==> src/rtl/ftx_pkg.sv <==
package ftx_pkg;
   // Frame format held by the control register.
   typedef struct packed {
      logic [1:0] len_sel;
      logic       stop_sel;
      logic       par_off;
      logic       par_even;
   } ftx_ctl_t;
endpackage

==> src/rtl/ftx_ctrl_reg.sv <==
module ftx_ctrl_reg
   import ftx_pkg::*;
(
   input  logic     clk,
   input  logic     rst,
   input  logic     cfg_load,
   input  ftx_ctl_t ctl_in,
   output ftx_ctl_t ctl_q
);
   // Transparent while cfg_load is high; the last value is kept once it drops.
   always_ff @(posedge clk) begin
      if (rst)
         ctl_q <= '0;
      else if (cfg_load)
         ctl_q <= ctl_in;
   end
endmodule

==> src/rtl/ftx_holding.sv <==
module ftx_holding #(
   parameter int DATA_W = 8
) (
   input  logic              clk,
   input  logic              rst,
   input  logic              load_n,
   input  logic [DATA_W-1:0] din,
   input  logic              take,
   output logic [DATA_W-1:0] data_q,
   output logic              full_q
);
   logic load_prev;
   logic load_rise;

   assign load_rise = load_n & ~load_prev;

   always_ff @(posedge clk) begin
      if (rst) begin
         load_prev <= 1'b1;
         full_q    <= 1'b0;
         data_q    <= '0;
      end else begin
         load_prev <= load_n;
         if (!load_n)
            data_q <= din;
         if (load_rise)
            full_q <= 1'b1;
         else if (take)
            full_q <= 1'b0;
      end
   end

   // A completed load strobe must leave the register marked full.
   AST_LOAD_MARKS_FULL: assert property (@(posedge clk) disable iff (rst)
      load_rise |=> full_q) else $error("load rise did not mark full");
endmodule

==> src/rtl/ftx_serializer.sv <==
module ftx_serializer
   import ftx_pkg::*;
#(
   parameter int DATA_W  = 8,
   parameter int MIN_LEN = 5,
   parameter int OSR     = 16
) (
   input  logic              clk,
   input  logic              rst,
   input  logic              enable,
   input  logic              pend,
   input  logic [DATA_W-1:0] bdata,
   input  ftx_ctl_t          ctl,
   output logic              take,
   output logic              busy,
   output logic              txd
);
   localparam int FRAME_W  = DATA_W + 2;
   localparam int TICK_W   = $clog2(OSR);
   localparam int STOP_MAX = 2 * OSR;
   localparam int STOP_W   = $clog2(STOP_MAX + 1);
   localparam int BIT_W    = $clog2(FRAME_W + 1);
   localparam logic [STOP_W-1:0] STOP_ONE  = STOP_W'(OSR);
   localparam logic [STOP_W-1:0] STOP_HALF = STOP_W'(OSR + OSR / 2);
   localparam logic [STOP_W-1:0] STOP_TWO  = STOP_W'(STOP_MAX);

   logic [BIT_W-1:0]   len;
   logic [DATA_W-1:0]  masked;
   logic               par_bit;
   logic [FRAME_W-1:0] frame_vec;
   logic [BIT_W-1:0]   body_n;
   logic [STOP_W-1:0]  stop_n;

   logic [FRAME_W-1:0] sr;
   logic [BIT_W-1:0]   bits_left;
   logic [TICK_W-1:0]  tick_cnt;
   logic [STOP_W-1:0]  stop_left;
   logic [STOP_W-1:0]  stop_len_q;
   logic               in_stop;
   logic               frame_end;

   assign len = BIT_W'(MIN_LEN) + BIT_W'(ctl.len_sel);

   // Drop data bits above the selected length.
   for (genvar i = 0; i < DATA_W; i++) begin : g_mask
      assign masked[i] = bdata[i] & (BIT_W'(i) < len);
   end

   assign par_bit = ctl.par_even ? ^masked : ~^masked;
   assign body_n  = len + BIT_W'(1) + BIT_W'(!ctl.par_off);

   always_comb begin
      frame_vec            = '0;
      frame_vec[DATA_W:1]  = masked;
      for (int i = 1; i < FRAME_W; i++) begin
         if (!ctl.par_off && BIT_W'(i) == len + BIT_W'(1))
            frame_vec[i] = par_bit;
      end
   end

   always_comb begin
      if (!ctl.stop_sel)
         stop_n = STOP_ONE;
      else if (ctl.len_sel == 2'd0)
         stop_n = STOP_HALF;
      else
         stop_n = STOP_TWO;
   end

   assign frame_end = busy && in_stop && stop_left == STOP_W'(1);
   assign take      = pend && enable && (!busy || frame_end);
   assign txd       = !busy || in_stop || sr[0];

   always_ff @(posedge clk) begin
      if (rst) begin
         busy       <= 1'b0;
         in_stop    <= 1'b0;
         sr         <= '1;
         bits_left  <= '0;
         tick_cnt   <= '0;
         stop_left  <= '0;
         stop_len_q <= '0;
      end else if (take) begin
         busy       <= 1'b1;
         in_stop    <= 1'b0;
         sr         <= frame_vec;
         bits_left  <= body_n;
         tick_cnt   <= '0;
         stop_len_q <= stop_n;
      end else if (busy) begin
         if (!in_stop) begin
            tick_cnt <= (tick_cnt == TICK_W'(OSR - 1)) ? '0 : tick_cnt + TICK_W'(1);
            if (tick_cnt == TICK_W'(OSR - 1)) begin
               if (bits_left == BIT_W'(1)) begin
                  in_stop   <= 1'b1;
                  stop_left <= stop_len_q;
               end else begin
                  sr        <= {1'b1, sr[FRAME_W-1:1]};
                  bits_left <= bits_left - BIT_W'(1);
               end
            end
         end else if (stop_left == STOP_W'(1)) begin
            busy    <= 1'b0;
            in_stop <= 1'b0;
         end else begin
            stop_left <= stop_left - STOP_W'(1);
         end
      end
   end

   // Inside a frame body the line may only move on a bit-cell boundary.
   AST_BIT_STABLE: assert property (@(posedge clk) disable iff (rst)
      (busy && $past(busy) && !$past(in_stop) && !in_stop &&
       $past(tick_cnt) != TICK_W'(OSR - 1)) |-> $stable(txd))
      else $error("line moved inside a bit cell");
endmodule

==> src/rtl/serial_frame_tx.sv <==
module serial_frame_tx
   import ftx_pkg::*;
#(
   parameter int DATA_W     = 8,
   parameter int MIN_LEN    = 5,
   parameter int OSR        = 16,
   parameter int RST_SETTLE = 18
) (
   input  logic              clk,
   input  logic              rst,
   input  logic              cfg_load,
   input  logic [1:0]        len_sel,
   input  logic              stop_sel,
   input  logic              par_off,
   input  logic              par_even,
   input  logic              load_n,
   input  logic [DATA_W-1:0] din,
   output logic              txd,
   output logic              buf_empty,
   output logic              tx_empty
);
   localparam int SET_W = $clog2(RST_SETTLE + 1);

   if (OSR < 2 || (OSR % 2) != 0) begin : g_bad_osr
      $error("OSR must be even and at least 2");
   end
   if (DATA_W < MIN_LEN || DATA_W - MIN_LEN > 3) begin : g_bad_len
      $error("DATA_W must cover four lengths starting at MIN_LEN");
   end
   if (RST_SETTLE < 1) begin : g_bad_settle
      $error("RST_SETTLE must be at least 1");
   end

   ftx_ctl_t          ctl_in;
   ftx_ctl_t          ctl_q;
   logic [DATA_W-1:0] hold_data;
   logic              hold_full;
   logic              take;
   logic              busy;
   logic [SET_W-1:0]  settle_cnt;
   logic              settled;

   assign ctl_in = '{len_sel: len_sel, stop_sel: stop_sel,
                     par_off: par_off, par_even: par_even};

   always_ff @(posedge clk) begin
      if (rst)
         settle_cnt <= SET_W'(RST_SETTLE);
      else if (settle_cnt != '0)
         settle_cnt <= settle_cnt - SET_W'(1);
   end
   assign settled = (settle_cnt == '0);

   ftx_ctrl_reg u_ctrl (
      .clk      (clk),
      .rst      (rst),
      .cfg_load (cfg_load),
      .ctl_in   (ctl_in),
      .ctl_q    (ctl_q)
   );

   ftx_holding #(.DATA_W(DATA_W)) u_hold (
      .clk    (clk),
      .rst    (rst),
      .load_n (load_n),
      .din    (din),
      .take   (take),
      .data_q (hold_data),
      .full_q (hold_full)
   );

   ftx_serializer #(.DATA_W(DATA_W), .MIN_LEN(MIN_LEN), .OSR(OSR)) u_ser (
      .clk    (clk),
      .rst    (rst),
      .enable (settled),
      .pend   (hold_full),
      .bdata  (hold_data),
      .ctl    (ctl_q),
      .take   (take),
      .busy   (busy),
      .txd    (txd)
   );

   assign buf_empty = ~hold_full;
   assign tx_empty  = settled & ~busy;

   AST_SETTLE_QUIET: assert property (@(posedge clk) disable iff (rst)
      !settled |-> (!tx_empty && txd)) else $error("activity during settle");
   AST_START_LOW: assert property (@(posedge clk) disable iff (rst)
      $fell(tx_empty) |-> !txd) else $error("frame began without start bit");
   AST_IDLE_HIGH: assert property (@(posedge clk) disable iff (rst)
      tx_empty |-> txd) else $error("idle line not high");
endmodule

==> config.mk <==
export PLATFORM = sky130hd
export DESIGN_NAME = serial_frame_tx
export DESIGN_NICKNAME = d
export VERILOG_FILES = /design/src/rtl/ftx_pkg.sv /design/src/rtl/ftx_ctrl_reg.sv /design/src/rtl/ftx_holding.sv /design/src/rtl/ftx_serializer.sv /design/src/rtl/serial_frame_tx.sv
export SDC_FILE = /design/constraint.sdc
export NUM_CORES = 1
export LEC_CHECK = 0
export BUFFER_PORTS_ARGS = -buffer_cell sky130_fd_sc_hd__buf_2
export CORE_ASPECT_RATIO = 1.4
export CORE_UTILIZATION = 55
export CTS_CLUSTER_DIAMETER = 150
export CTS_CLUSTER_SIZE = 28
export DETAILED_ROUTE_END_ITERATION = 8
export GPL_TIMING_DRIVEN = 0
export MAX_ROUTING_LAYER = met4
export PLACE_DENSITY = 0.74
export SLEW_MARGIN = 20
export SYNTH_ARGS = -nofsm -noshare
export SYNTH_HDL_FRONTEND = slang
export SYNTH_HIERARCHICAL = 1
export SYNTH_SLANG_ARGS = --single-unit
==> constraint.sdc <==
create_clock -name clk -period 6.4 [get_ports clk]
set_input_delay 0 -clock clk [delete_from_list [all_inputs] [get_ports clk]]
set_output_delay 0 -clock clk [all_outputs]
set_load 0.02 [all_outputs]
# --- Yosys cells after proc, flatten, opt, wreduce, memory -nomap -nowiden ---
# Cells that the tools add are included.
word_totals:
  register_bits: 52
  latchBits: 0
  ram_bits: 0
  mem_bits_ro: 0
  inputBits: 17
  wordCells: 128
  mem_count: 0
classes:
  add_sub_neg: 7
  multipliers: 0
  n_div: 0
  order_cmp: 8
  n_eq_ne: 15
  shifts: 0
  mux: 36
  n_bitwise: 15
  reduce_logical: 32
op_table:
  columns: ["op", "count"]
  rows:
  - ["2-to-1 mux 10 bit", 5]
  - ["2-to-1 mux 6 bit", 6]
  - ["2-to-1 mux 4 bit", 6]
  - ["2-to-1 mux 1 bit", 19]
  - ["== test 3 x 4 -> 1 bit (first input constant)", 4]
  - ["less-than comparator 3 x 4 -> 1 bit (first input constant)", 4]
  - ["logical AND 1 bit", 13]
  - ["AND 1 bit", 10]
  - ["nonzero test 2 bit", 5]
  - ["adder 4 x 1 -> 4 bit (second input constant)", 2]
  - ["== test 2 x 4 -> 1 bit (first input constant)", 2]
  - ["== test 4 bit (first input constant)", 2]
  - ["less-than comparator 1 x 4 -> 1 bit (first input constant)", 2]
  - ["less-than comparator 2 x 4 -> 1 bit (first input constant)", 2]
  - ["XNOR reduction 8 bit", 1]
  - ["XOR reduction 8 bit", 1]
  - ["== test 6 x 1 -> 1 bit (second input constant)", 1]
  - ["!= test 2 bit (second input constant)", 3]
  - ["subtractor 6 x 1 -> 6 bit (second input constant)", 1]
  - ["logical NOT 5 bit", 1]
  - ["inverter 1 bit", 5]
  - ["AND reduction 5 bit", 1]
  - ["nonzero test 5 bit", 1]
  - ["subtractor 5 x 1 -> 5 bit (second input constant)", 1]
  - ["other kinds (12)", 15]

# --- Logic depth before layout (Yosys ltp) ---
depth:
  depth_word: 7
  mapped_depth: 10
  depth_no_buf: 9

# --- By module ---
# Netlist, hierarchy kept.
modules_own_cells:
  columns: ["module", "n_inst", "cells_each", "area_each_um2", "seq_area_each_um2"]
  rows:
  - ["ftx_serializer", 1, 227, 1851.8, 580.6]
  - ["ftx_holding", 1, 32, 350.3, 200.2]
  - ["serial_frame_tx", 1, 24, 255.2, 100.1]
  - ["ftx_ctrl_reg", 1, 16, 180.2, 100.1]

# --- Worst setup path before layout ---
# OpenSTA, ideal clock, no wires.
synth_timing:
  path_type: "register to register"
  from: "reg, netlist name u_ctrl/ctl_q[3]"
  to: "reg u_ser.sr[9]"
  setup_ps: 120
  arrival_time_ps: 2202
  t_required_ps: 6280
  setup_slack_ps: 4078
  stages_incl_launch_ff: 9
  n_path_buf: 0
  period_less_slack_ps: 2322
  path_cell_list: "dfxtp_1 > ha_1 > inv_1 > ha_1 > nand2b_1 > xnor2_1 > xnor3_1 > and3_2 > a211o_2"
synth_between:
  elab_chain_cells: 7
  word_cells_on_any_way: 25
  classes_between: "2 x add/sub; 8 x order compare; 1 x eq/ne; 3 x mux; 8 x bitwise; 3 x reduce/logical"
synth_rtl:
  columns: ["element", "line", "source"]
  rows:
  - ["adder 3 x 2 -> 4 bit (*)", "ftx_serializer.sv:42", "assign len = BIT_W'(MIN_LEN) + BIT_W'(ctl.len_sel);"]
  - ["less-than comparator 1 x 4 -> 1 bit (tied with other cells)", "ftx_serializer.sv:46", "assign masked[i] = bdata[i] & (BIT_W'(i) < len);"]
  - ["AND 1 bit", "ftx_serializer.sv:46", null]
  - ["XNOR reduction 8 bit or XOR reduction 8 bit (tied branches)", "ftx_serializer.sv:49", "assign par_bit = ctl.par_even ? ^masked : ~^masked;"]
  - ["2-to-1 mux 1 bit", "ftx_serializer.sv:49", null]
  - ["2-to-1 mux 1 bit (*)", "ftx_serializer.sv:56", "if (!ctl.par_off && BIT_W'(i) == len + BIT_W'(1))"]
  - ["2-to-1 mux 10 bit (*)", "ftx_serializer.sv:83", "end else if (take) begin"]
  - ["end signal: assignment", "ftx_serializer.sv:86", "sr <= frame_vec;"]
  - ["end signal: assignment", "ftx_serializer.sv:98", "sr <= {1'b1, sr[FRAME_W-1:1]};"]
  - ["end: declaration", "ftx_serializer.sv:34", "logic [FRAME_W-1:0] sr;"]
# Mark *: on every way between the ends. The rest lies on a longest branch, timed or not.
# A chain may end at the register's enable or synchronous reset.

# --- Worst setup path after layout ---
layout_timing:
  from: "reg, netlist name u_ctrl/ctl_q[3]"
  to: "reg u_ser.sr[3]"
layout_between:
  elab_chain_cells: 7
  word_cells_on_any_way: 25
  classes_between: "2 x add/sub; 8 x order compare; 1 x eq/ne; 3 x mux; 8 x bitwise; 3 x reduce/logical"
layout_rtl:
  columns: ["element", "line"]
  rows:
  - ["adder 3 x 2 -> 4 bit (*)", "ftx_serializer.sv:42"]
  - ["less-than comparator 1 x 4 -> 1 bit (tied with other cells)", "ftx_serializer.sv:46"]
  - ["AND 1 bit", "ftx_serializer.sv:46"]
  - ["XNOR reduction 8 bit or XOR reduction 8 bit (tied branches)", "ftx_serializer.sv:49"]
  - ["2-to-1 mux 1 bit", "ftx_serializer.sv:49"]
  - ["2-to-1 mux 1 bit (*)", "ftx_serializer.sv:56"]
  - ["2-to-1 mux 10 bit (*)", "ftx_serializer.sv:83"]
# Marks and branches as above.

==> out/qor.txt <==
Fmax achieved: 0.386 GHz
detailed placement HPWL: 3.82 mm
layout net count: 374
asr flop ratio synth: 0%
final WL: 5.75 mm
leakage: 1.23 nW
n_diodes: 0
cell chosen for the clock root: clkbuf_8
Distinct cells, synth: 52
Hold Crit Start: rst
Cells on Worst Hold Path: 2
Die X: 60.5 um
GRT Total Usage: 26.3%
initial antenna violation count: 0
CTS Buf Count: 5
Syn. warnings: 6
Worst EP required: 6590 ps
gpl congestion: 0.865
first-pass GRT wire length: 9.95 mm
total power: 601 uW
Post-Place Cell Area: 2800 sq um
unrepaired setup endpoints after global routing: false
pre-CTS setup slack: 3830 ps
fin crit share: 40.5%
CTS Sinks: 49
CP Max Fanout: 6
maximum VDD drop: 158 uV
Primary FF master, synth: dfxtp_1
Worst-Skew Late Latency: 290 ps
core area: 4570 sq um
EDFF count, synth: 0
Hold EP: u_ctrl/ctl_q[1]$_SDFFE_PP0P_
number of global-route vias before repair: 2215
Final Skew: 2.03 ps
Area growth syn-to-layout: 16.7%
Clock Path Buffers: 2
# resized after CTS: 0
post-synth top area cell: dfxtp_1
register area share after synthesis: 37.2%
Final Slew Violations: 0
Slew Limit Headroom: 59.2%
port buffer count: 17
1st-pass router iterations: 4
HP Class: primary input to flop
top cells by instance count after synthesis: 49 x dfxtp_1, 37 x nor2_1, 24 x nand2_1
cell area after synthesis: 2640 sq um
Initial Util: 57.7%
Remaining DRCs: 0
R2R Setup Slk: 3810 ps
Pwr Density: 195 nW/um^2
cells after synthesis: 299
Overflow after GRT: 0
share of the synthesized area in the top cell type: 37.2%
max_cap viols: 0
final setup fails: 0
routed via count: 2242
Seq cells post-synth: 49
Total Neg Setup Slack: 0 ps
Reg2Reg Depth: 8
Mapped Nets: 331
antenna viol nets, final: 0
largest cells by area after synthesis: dfxtp_1 37%, ha_1 7.1%, mux2i_1 6.5%
fillers: 399
largest net degree at the start of global routing: 16
Core Rows: 29
WL/cell: 14.2 um
status: finished clean
share of cells above drive strength 1: 12.9%
initial drt markers: 77
fin area: 3080 sq um
Startpoint Class: flop
crit path kind: flop to flop
min cycle time layout: 2590 ps
Die Y: 83.9 um
clock-pin slew on the worst setup and hold paths: 80 ps
element type at the critical path end: flop
reg2reg start: u_ctrl/ctl_q[3]$_SDFFE_PP0P_
placed insts: 378
IO Pins: 20
H-Tree Depth: 2
TritonCTS clock tree: built
setup ws final: 3810 ps
top-count cell post-synth: dfxtp_1
die area: 5080 sq um
Layout Cells excl Fill: 404
CP arrival: 2780 ps
final hold vios: 0
DR vias/cell: 5.55
syn_area_per_cell: 8.82 sq um
FF-to-FF End: u_ser/sr[3]$_SDFFE_PP1P_
post-CTS setup buffer count: 0
Worst Tran Pin Value: 606 ps
## sequential cells by signal, summed over array words and instances (netlist names)
name and flops:
settle_cnt 5, u_ser/sr 10, u_ser/stop_len_q 3, u_ser/bits_left 4, u_ser/in_stop 1, u_ser/busy 1, u_hold/data_q 8, u_ser/tick_cnt 4
u_ser/stop_left 6, u_ctrl/ctl_q 5, u_hold/full_q 1, u_hold/load_prev 1
## report_power, final
group	switching (mW)	internal [mW]	total, mW
registers	0.0132	0.317	0.330
clock network	0.0970	0.0859	0.183
logic	0.0413	0.0475	0.0888
total	0.151	0.450	0.601
## cells in the final DEF (no fill, tap or decap), types with 3 or more instances in the layout
cell	netlist	final
o21ai_0	10	10
a31oi_1	4	4
ha_1	15	15
dfxtp_1	49	49
nand3_1	7	7
xnor2_1	11	11
dlygate4sd3_1	0	19
a211o_1	3	3
nand2b_1	4	4
a211oi_1	4	4
nor3b_1	4	4
nor2_1	37	37
a21oi_1	17	17
nand2_1	24	24
nor3_1	10	10
and3_1	3	3
buf_2	5	22
a21o_1	5	5
inv_1	17	17
xor2_1	3	3
mux2i_1	17	17
clkbuf_8	0	6
nor2b_1	5	5
clkbuf_1	5	6
mux2_2	5	5
## layer usage
layer	vias up	share of wire (%)	track usage (%)
li1	1131	-	-
met1	1052	42	32.0
met2	44	51	42.0
met3	15	2.9	4.03
met4	0	3.2	11.8
met5	-	0	-
## final cells by class
type	count	area, sq um	area share, %
flip-flops and latches	49	981	31.9
clock buffers	7	86.3	2.81
multi-input cells	221	1530	49.6
inverters	17	63.8	2.07
repair buffers	36	275	8.95
well taps	62	77.6	2.52
plain buffers	12	66.3	2.16
## kinds of logic after synthesis
group           synth area share (%)
compound gates                  14.8
xor+xnor                        5.50
flops                           37.2
buf+inv                         4.93
simple gates                    21.3
mux                             9.16
fa+ha+maj                       7.12
## how the worst max path moves through the flow
stage / from / to / slack, ps / depth (start not counted)
floorplan: u_ctrl/ctl_q[3]$_SDFFE_PP0P_ / u_ser/sr[9]$_SDFFE_PP1P_ / 4080 / 8
global placement: u_ctrl/ctl_q[3]$_SDFFE_PP0P_ / u_ser/sr[9]$_SDFFE_PP1P_ / 3900 / 8
detailed placement: u_ctrl/ctl_q[3]$_SDFFE_PP0P_ / u_ser/sr[3]$_SDFFE_PP1P_ / 3830 / 8
CTS: u_ctrl/ctl_q[3]$_SDFFE_PP0P_ / u_ser/sr[3]$_SDFFE_PP1P_ / 3820 / 8
global route: u_ctrl/ctl_q[3]$_SDFFE_PP0P_ / u_ser/sr[9]$_SDFFE_PP1P_ / 3690 / 8
finish: u_ctrl/ctl_q[3]$_SDFFE_PP0P_ / u_ser/sr[3]$_SDFFE_PP1P_ / 3810 / 8
## stage by stage
step	util, %	hold slack [ps]
3_5_place_dp	61.2	237
4_1_cts	67.3	36.2
6_report	67.3	39.8
3_3_place_gp	61.2	229
5_1_grt	67.3	59.0
2_1_floorplan	-	72.4
## worst max-delay path, stage by stage, from the launching register on
cell and delay, ps:
dfxtp_1 460, ha_1 310, inv_1 90, ha_1 190
nand2b_1 170, xnor2_1 170, xnor3_1 500, mux2_2 310
a211o_1 290
## repair_timing
item | in CTS | in global routing
hold endpoints to repair | 15 | 0
hold buffers | 19 | 0
endpoints found under the setup margin | 0 | 0
(Power assumes the default switching activity.)
